[src/rtl/gpio_edge_bank.sv]
module gpio_edge_bank #(
  parameter int HALF        = 16,
  parameter int ADDR_W      = 8,
  parameter int SYNC_STAGES = 2
) (
  input  logic              clk,
  input  logic              rst_n,
  input  logic              bus_wr,
  input  logic [ADDR_W-1:0] bus_addr,
  input  logic [31:0]       bus_wdata,
  output logic [31:0]       bus_rdata,
  input  logic [31:0]       pin_in,
  output logic [31:0]       pin_out,
  output logic [31:0]       pin_oe,
  output logic              irq_lo,
  output logic              irq_hi
);
  localparam int W = 2 * HALF;

  localparam logic [ADDR_W-1:0] A_BANK   = ADDR_W'(8'h08);
  localparam logic [ADDR_W-1:0] A_DIR    = ADDR_W'(8'h10);
  localparam logic [ADDR_W-1:0] A_OSET   = ADDR_W'(8'h18);
  localparam logic [ADDR_W-1:0] A_OCLR   = ADDR_W'(8'h1C);
  localparam logic [ADDR_W-1:0] A_LVL    = ADDR_W'(8'h20);
  localparam logic [ADDR_W-1:0] A_RSET   = ADDR_W'(8'h24);
  localparam logic [ADDR_W-1:0] A_RCLR   = ADDR_W'(8'h28);
  localparam logic [ADDR_W-1:0] A_FSET   = ADDR_W'(8'h2C);
  localparam logic [ADDR_W-1:0] A_FCLR   = ADDR_W'(8'h30);
  localparam logic [ADDR_W-1:0] A_STAT   = ADDR_W'(8'h34);

  logic [W-1:0] dir_q, out_q, rise_q, fall_q, stat_q, prev_q;
  logic [1:0]   bank_en_q;
  logic [W-1:0] sync_q [SYNC_STAGES];
  logic [W-1:0] lvl, hit;

  assign lvl = sync_q[SYNC_STAGES-1];
  assign hit = (lvl & ~prev_q & rise_q) | (~lvl & prev_q & fall_q);

  function automatic logic wr_at(input logic [ADDR_W-1:0] a);
    return bus_wr && (bus_addr == a);
  endfunction

  always_ff @(posedge clk or negedge rst_n) begin
    if (!rst_n) begin
      for (int i = 0; i < SYNC_STAGES; i++) sync_q[i] <= '0;
      prev_q <= '0;
    end else begin
      sync_q[0] <= pin_in[W-1:0];
      for (int i = 1; i < SYNC_STAGES; i++) sync_q[i] <= sync_q[i-1];
      prev_q <= lvl;
    end
  end

  always_ff @(posedge clk or negedge rst_n) begin
    if (!rst_n) begin
      dir_q     <= '1;
      out_q     <= '0;
      rise_q    <= '0;
      fall_q    <= '0;
      stat_q    <= '0;
      bank_en_q <= '0;
    end else begin
      if (wr_at(A_DIR))  dir_q <= bus_wdata[W-1:0];
      if (wr_at(A_OSET)) out_q <= out_q | bus_wdata[W-1:0];
      if (wr_at(A_OCLR)) out_q <= out_q & ~bus_wdata[W-1:0];
      if (wr_at(A_RSET)) rise_q <= rise_q | bus_wdata[W-1:0];
      if (wr_at(A_RCLR)) rise_q <= rise_q & ~bus_wdata[W-1:0];
      if (wr_at(A_FSET)) fall_q <= fall_q | bus_wdata[W-1:0];
      if (wr_at(A_FCLR)) fall_q <= fall_q & ~bus_wdata[W-1:0];
      if (wr_at(A_BANK)) bank_en_q <= bus_wdata[1:0];
      stat_q <= (stat_q & ~(wr_at(A_STAT) ? bus_wdata[W-1:0] : '0)) | hit;
    end
  end

  always_comb begin
    bus_rdata = '0;
    case (bus_addr)
      A_BANK:         bus_rdata = {30'd0, bank_en_q};
      A_DIR:          bus_rdata = dir_q;
      A_OSET, A_OCLR: bus_rdata = out_q;
      A_LVL:          bus_rdata = lvl;
      A_RSET, A_RCLR: bus_rdata = rise_q;
      A_FSET, A_FCLR: bus_rdata = fall_q;
      A_STAT:         bus_rdata = stat_q;
      default:        bus_rdata = '0;
    endcase
  end

  assign pin_out = out_q;
  assign pin_oe  = ~dir_q;
  assign irq_lo  = bank_en_q[0] & (|stat_q[HALF-1:0]);
  assign irq_hi  = bank_en_q[1] & (|stat_q[W-1:HALF]);
endmodule


[config.mk]
export PLATFORM = sky130hd
export DESIGN_NAME = gpio_edge_bank
export DESIGN_NICKNAME = d
export VERILOG_FILES = /design/src/rtl/gpio_edge_bank.sv
export SDC_FILE = /design/constraint.sdc
export NUM_CORES = 1
export LEC_CHECK = 0
export BUFFER_PORTS_ARGS = -buffer_cell sky130_fd_sc_hd__buf_4
export CORE_UTILIZATION = 40
export CTS_CLUSTER_SIZE = 24
export DETAILED_ROUTE_END_ITERATION = 10
export GPL_TIMING_DRIVEN = 0
export PLACE_DENSITY = 0.73
export SLEW_MARGIN = 10
export SYNTH_ARGS = -nofsm -noshare
export SYNTH_HDL_FRONTEND = slang
export SYNTH_SLANG_ARGS = --single-unit
[constraint.sdc]
create_clock -name clk -period 1.3 [get_ports clk]
set_input_delay 0.065 -clock clk [delete_from_list [all_inputs] [get_ports clk]]
set_output_delay 0.065 -clock clk [all_outputs]
set_load 0.05 [all_outputs]
==> out/qor.txt, run 1 <==
latest clock arrival within the worst-skew pair - 0.54 ns
Final setup viols - 66
most common cell after layout, fill and taps aside - dfrtp_1
Rel. slew slack - 0.445
I/O Buffers - 152
vias in the first global route - 9279
Post-Synthesis Cell Area - 10800 sq um
async set-or-reset flop fraction in the synthesized netlist - 1.00
R2R cell count - 4
Worst Path Arrival - 1.79 ns
reg2reg end - stat_q[15]$_DFF_PN0_
Max Cap Violations - 0
max-slew violations - 0
metal3 WL - 2.27 mm
via count - 8962
Syn Area/Cell - 11.3 sq um
top layer in use - met4
# fillers - 2084
first-pass GRT wire length - 52.0 mm
EDFF count, synth - 0
Final WS setup - -0.551 ns
switching share of power - 0.278
Syn-to-layout area delta - 42.5%
yosys warns - 0
Slew @ Worst Pin - 0.832 ns
DR WL met2 - 16.0 mm
CTS Root Cell - clkbuf_16
cell area power density - 1350 nW/um^2
CTS buffer count - 27
clock transition at the registers of the reported paths - 0.06 ns
min Tclk post-route - 1.85 ns
Mapped Nets - 1024
# clock sinks - 258
remaining antenna violation count after routing - 0
startpoint types - input pin
fraction of layout cells with a size suffix above 1 - 0.414
violation count after the first detailed-route iteration - 811
Pre-antenna DRT Iters - 8
Core Util, Final - 0.585
Routed met1 length - 13.9 mm
Worst Path Required - 1.24 ns
Clock power frac - 0.370
Max VDD drop - 0.744 mV
Initial Util - 0.411
status - finished with violations
gr ovfl total - 0
DR vias/cell - 5.63
LEAKAGE - 6.72 nW
post-synthesis sequential area ratio - 0.604
Seq pwr share - 0.476
Hold Slack - -0.592 ns
CTS H-tree lvls - 1
CTS tree - yes
I/O pin count - 173
Setup CP Type - in -> out
final wirelength - 33.1 mm
leading cell types in the layout, fill and taps excluded - 188 x dfrtp_1, 140 x a21oi_1, 123 x buf_4
FP Rows - 59
die height - 166 microns
largest net degree at the start of global routing - 113
failing checks - DRC, hold timing, setup timing
CTS Buffer Depth - 3
combinational power share - 0.155
HPWL after DPL - 21.9 mm
Cell variety after synth - 44
final cycle utilization of the critical path - 1.42
Hold Crit Class - in -> async
NetSw - 5.77 mW
initial antenna violation count - 0
Ant. Diodes - 0
placer congestion estimate - 0.864
FMAX - 0.540 GHz
All-Layer GR Usage - 0.242
#FFs+latches synth - 258
drc violations - 9
Die Width - 166 microns
Die ar. - 27600 sq um
Place WS - -0.803 ns
drt wl/cell - 20.8 microns
Core Region - 26200 sq um
Critical Path Fanout Max - 10
crit path capture type - output port
slack of the worst reg-to-reg path - 0.31 ns
Mapped Cells - 949
RSZ-0062 raised after global routing - yes
final hold vios - 136
top_reg_cell synth - dfrtp_1
clock skew - 0.00903 ns
Reg2Reg Launch Point - lvl[15]$_DFF_PN0_
Internal - 15.0 mW
layout net count - 1311
cells by family (layout without fill, tap and decap cells):
| logic type | count (synthesis) | after routing | synth area share |
|---|---|---|---|
| DFF | 258 | 258 | 0.604 |
| muxes | 48 | 48 | 0.0486 |
| AOI/OAI and AO/OA | 359 | 359 | 0.220 |
| and+or+nand+nor | 158 | 158 | 0.0790 |
| xor gates and xnor gates | 1 | 1 | 0.000814 |
| buffers and inverters | 125 | 432 | 0.0478 |
stage by stage:
step                power [mW]  instances  area (sq um)  TNS, ns
finish                    20.8       1591         15300   -17.36
global route              21.5       1591         15300   -19.68
CTS                       20.5       1573         14900   -18.10
detailed placement        12.2       1438         12800  -111.68
global placement          12.1       1436         12800  -575.09
floorplan                 11.1        949         11200    -4.20
power groups by stage:
stage | registers [mW] | clock network (mW) | logic [mW]
final | 9.87 | 7.67 | 3.21
after global routing | 9.96 | 8.08 | 3.44
after CTS | 9.81 | 7.75 | 2.91
after detailed placement | 9.85 | 0 | 2.34
after global placement | 9.81 | 0 | 2.25
after floorplan | 9.81 | 0 | 1.28
critical path: stages:
cell and delay (ns):
buf_4 0.15, buf_8 0.14, nor2_1 0.28, clkbuf_2 0.42, a22oi_1 0.11, a2bb2oi_1 0.16, o211ai_1 0.18, buf_4 0.27
final cells by class:
cell class	count	area, sq um	area share
Sequential cell	258	6540	0.427
Multi-Input combinational cell	566	4210	0.275
Inverter	49	186	0.0122
Tap cell	335	419	0.0273
Clock inverter	11	114	0.00743
Timing Repair Buffer	260	2520	0.164
Clock buffer	38	757	0.0494
Buffer	74	573	0.0374
how the worst max path moves through the flow:
stage                                startpoint                    endpoint  slack [ns]  cells past startpoint
after floorplan                     bus_addr[2]                bus_rdata[6]       -0.33                      4
after global placement                    rst_n  asynchronous set/reset pin       -2.20                      1
after detailed placement            bus_addr[6]       dir_q[24]$_DFFE_PN1P_       -0.80                      5
after CTS                  stat_q[13]$_DFF_PN0_               bus_rdata[13]       -0.53                      4
after global routing      dir_q[13]$_DFFE_PN1P_               bus_rdata[13]       -0.57                      3
final                               bus_addr[2]               bus_rdata[13]       -0.55                      8
Yosys cell counts, types with 5 or more instances:
cell,instances,area share
o2bb2ai_1,25,0.020
a21oi_1,146,0.068
mux2i_1,14,0.013
buf_2,27,0.013
nand3b_1,33,0.023
a22o_1,25,0.020
a221o_1,25,0.023
nand2_1,87,0.030
a22oi_1,37,0.026
a21o_1,32,0.022
nor2_1,5,0.0017
dfrtp_1,226,0.53
mux2_2,30,0.031
dfstp_2,32,0.078
inv_1,49,0.017
clkbuf_1,44,0.015
o21ai_0,31,0.014
a31oi_1,18,0.010
nor4_1,8,0.0047
repair_timing:
item | 4_1_cts | 5_1_grt
pin swaps | 25 | 15
resized for setup | 143 | 72
hold buffers | 66 | 1
setup endpoints to repair | 110 | 136
endpoints found under the hold margin | 318 | 137
buffers inserted | 20 | 22
metal layers:
layer | track usage | vias to the layer above
li1 | - | 4034
met1 | 0.323 | 4487
met2 | 0.396 | 367
met3 | 0.0393 | 74
met4 | 0.0906 | 0
met5 | 0 | -
(Power assumes the default switching activity.)
==> inputs of run 2 (changes only) <==
BUFFER_PORTS_ARGS = -buffer_cell sky130_fd_sc_hd__buf_2   (was -buffer_cell sky130_fd_sc_hd__buf_4)
==> out/qor.txt, run 2 (synthesis results as in run 1) <==
status - finished with violations
failing checks - DRC, hold timing, setup timing
HPWL after DPL - 21.5 mm (-1.7%)
RSZ-0062 raised after global routing - yes
Pre-antenna DRT Iters - 8 (unchanged)
via count - 8990 (+0.31%)
I/O Buffers - 152 (unchanged)
switching share of power - 0.271 (-0.00726)
Die Width - 166 microns (unchanged)
LEAKAGE - 6.63 nW (-1.4%)
Initial Util - 0.411 (unchanged)
violation count after the first detailed-route iteration - 790 (-2.6%)
max-slew violations - 0 (unchanged)
Slew @ Worst Pin - 0.841 ns (+0.00877 ns)
Hold Slack - -0.546 ns (+0.0462 ns)
Rel. slew slack - 0.439 (-0.00585)
initial antenna violation count - 1 (+1)
slack of the worst reg-to-reg path - 0.28 ns (-0.03 ns)
I/O pin count - 173 (unchanged)
drc violations - 9 (unchanged)
CTS Root Cell - clkbuf_16
vias in the first global route - 9084 (-2.1%)
largest net degree at the start of global routing - 112 (-0.88%)
Final setup viols - 66 (unchanged)
drt wl/cell - 21.1 microns (+1.2%)
Max Cap Violations - 0 (unchanged)
Hold Crit Class - in -> async
final cycle utilization of the critical path - 1.41 (-0.0122)
DP Area - 12400 sq um (-2.9%)
first-pass GRT wire length - 51.7 mm (-0.49%)
FMAX - 0.545 GHz (+0.86%)
Max stage delay on crit path - 0.46 ns (+0.04 ns)
clock transition at the registers of the reported paths - 0.06 ns (about the same)
die height - 166 microns (unchanged)
layout net count - 1304 (-0.53%)
Ant. Diodes - 0 (unchanged)
gr ovfl total - 0 (unchanged)
Core Region - 26200 sq um (unchanged)
startpoint types - input pin
remaining antenna violation count after routing - 0 (unchanged)
CTS buffer count - 27 (unchanged)
clock skew - 0.0159 ns (+0.00685 ns)
Internal - 15.3 mW (+2.0%)
FP Rows - 59 (unchanged)
Syn-to-layout area delta - 39.9%
final hold vios - 153 (+13%)
final wirelength - 33.4 mm (+0.71%)
DR vias/cell - 5.68 (+0.76%)
CP cell instances - buf_2 > nor2_1 > nand3b_1 > o211ai_1 > buf_4
Setup TNS - -16.87 ns (+0.487 ns)
placer congestion estimate - 0.874 (+1.2%)
cell area power density - 1390 nW/um^2 (+2.8%)
Setup CP Type - in -> out
CTS Buffer Depth - 3 (unchanged)
Crit-path slowest cell - o211ai_1
Seq pwr share - 0.472 (-0.004)
final instance area - 15100 sq um (-1.8%)
Crit path max-delay family - simple AND/OR/NAND/NOR gates
# clock sinks - 258 (unchanged)
Worst Path Required - 1.24 ns (about the same)
leading cell types in the layout, fill and taps excluded - 191 x dfrtp_1, 140 x a21oi_1, 86 x buf_2
Clock power frac - 0.381 (+0.011)
WP buf/inv - 2 (-2)
Die ar. - 27600 sq um (unchanged)
All-Layer GR Usage - 0.241 (-0.000264)
crit path capture type - output port
fraction of layout cells with a size suffix above 1 - 0.410 (-0.00408)
combinational power share - 0.147 (-0.008)
NetSw - 5.68 mW (-1.7%)
Worst Path Arrival - 1.77 ns (-0.02 ns)
latest clock arrival within the worst-skew pair - 0.53 ns (about the same)
Critical Path Fanout Max - 6 (-4)
CTS H-tree lvls - 1 (unchanged)
most common cell after layout, fill and taps aside - dfrtp_1
min Tclk post-route - 1.84 ns (-0.0158 ns)
Final WS setup - -0.535 ns (+0.0158 ns)
CTS tree - yes
Max VDD drop - 1.13 mV (+51%)
==> run 2: timing repair <==
action,in CTS,in global routing
pin swaps,33,17
setup endpoints to repair,122,131
endpoints found under the hold margin,336,57
buffers inserted,15,17
hold buffers,65,1
gates resized for setup,203,53
==> run 2: through the flow <==
stage | instances | hold slack, ns | power, mW | setup WS, ns | util
after floorplan | 949 | -0.231 | 11.1 | -0.330 | -
after global placement | 1436 | 0.173 | 11.9 | -4.93 | 0.472
after detailed placement | 1438 | 0.0102 | 12.0 | -0.875 | 0.475
after CTS | 1567 | -0.537 | 20.7 | -0.548 | 0.562
after global routing | 1584 | -0.526 | 21.7 | -0.584 | 0.575
final | 1584 | -0.546 | 21.0 | -0.535 | 0.575
==> run 2: final timing paths <==
check,start,end,cells after the start
worst max-delay path,bus_addr[7],bus_rdata[13],5
max in group asynchronous,rst_n,asynchronous set/reset pin,3
min in group clk,bus_addr[2],flip-flop,3
worst min register to register,sync_q[53]$_DFF_PN0_,lvl[21]$_DFF_PN0_,0
worst min-delay path,rst_n,lvl[16]$_DFF_PN0_,1
worst max register to register,flip-flop,stat_q[0]$_DFF_PN0_,5
==> run 2: per-layer routing <==
layer | GRT usage | part of all wire | vias to the layer above
met5 | 0 | 0.00039 | -
li1 | - | - | 4018
met4 | 0.0780 | 0.030 | 2
met1 | 0.309 | 0.40 | 4534
met2 | 0.411 | 0.49 | 366
met3 | 0.0474 | 0.073 | 70
==> run 2: layout make-up <==
cell class                      count  area (sq um)
Buffer                             75           556
Clock buffer                       40           805
Clock inverter                      9           124
Fill cell                        2106         11100
Inverter                           49           184
Multi-Input combinational cell    566          4200
Sequential cell                   258          6540
Tap cell                          335           419
Timing Repair Buffer              252          2230
==> run 2: power groups by stage <==
stage | combinational (mW) | sequential (mW) | clock [mW]
floorplan | 1.28 | 9.81 | 0
global placement | 2.13 | 9.81 | 0
detailed placement | 2.21 | 9.83 | 0
CTS | 2.77 | 9.83 | 8.08
global route | 3.32 | 9.99 | 8.43
finish | 3.09 | 9.89 | 7.98
==> run 2: worst reg2reg max path, delay by kind of cell, from the launching register on <==
family / cells / cell delay [ns]
flops: 1 / 0.39
compound gates: 2 / 0.22
simple gates: 1 / 0.05
buf+inv: 2 / 0.27
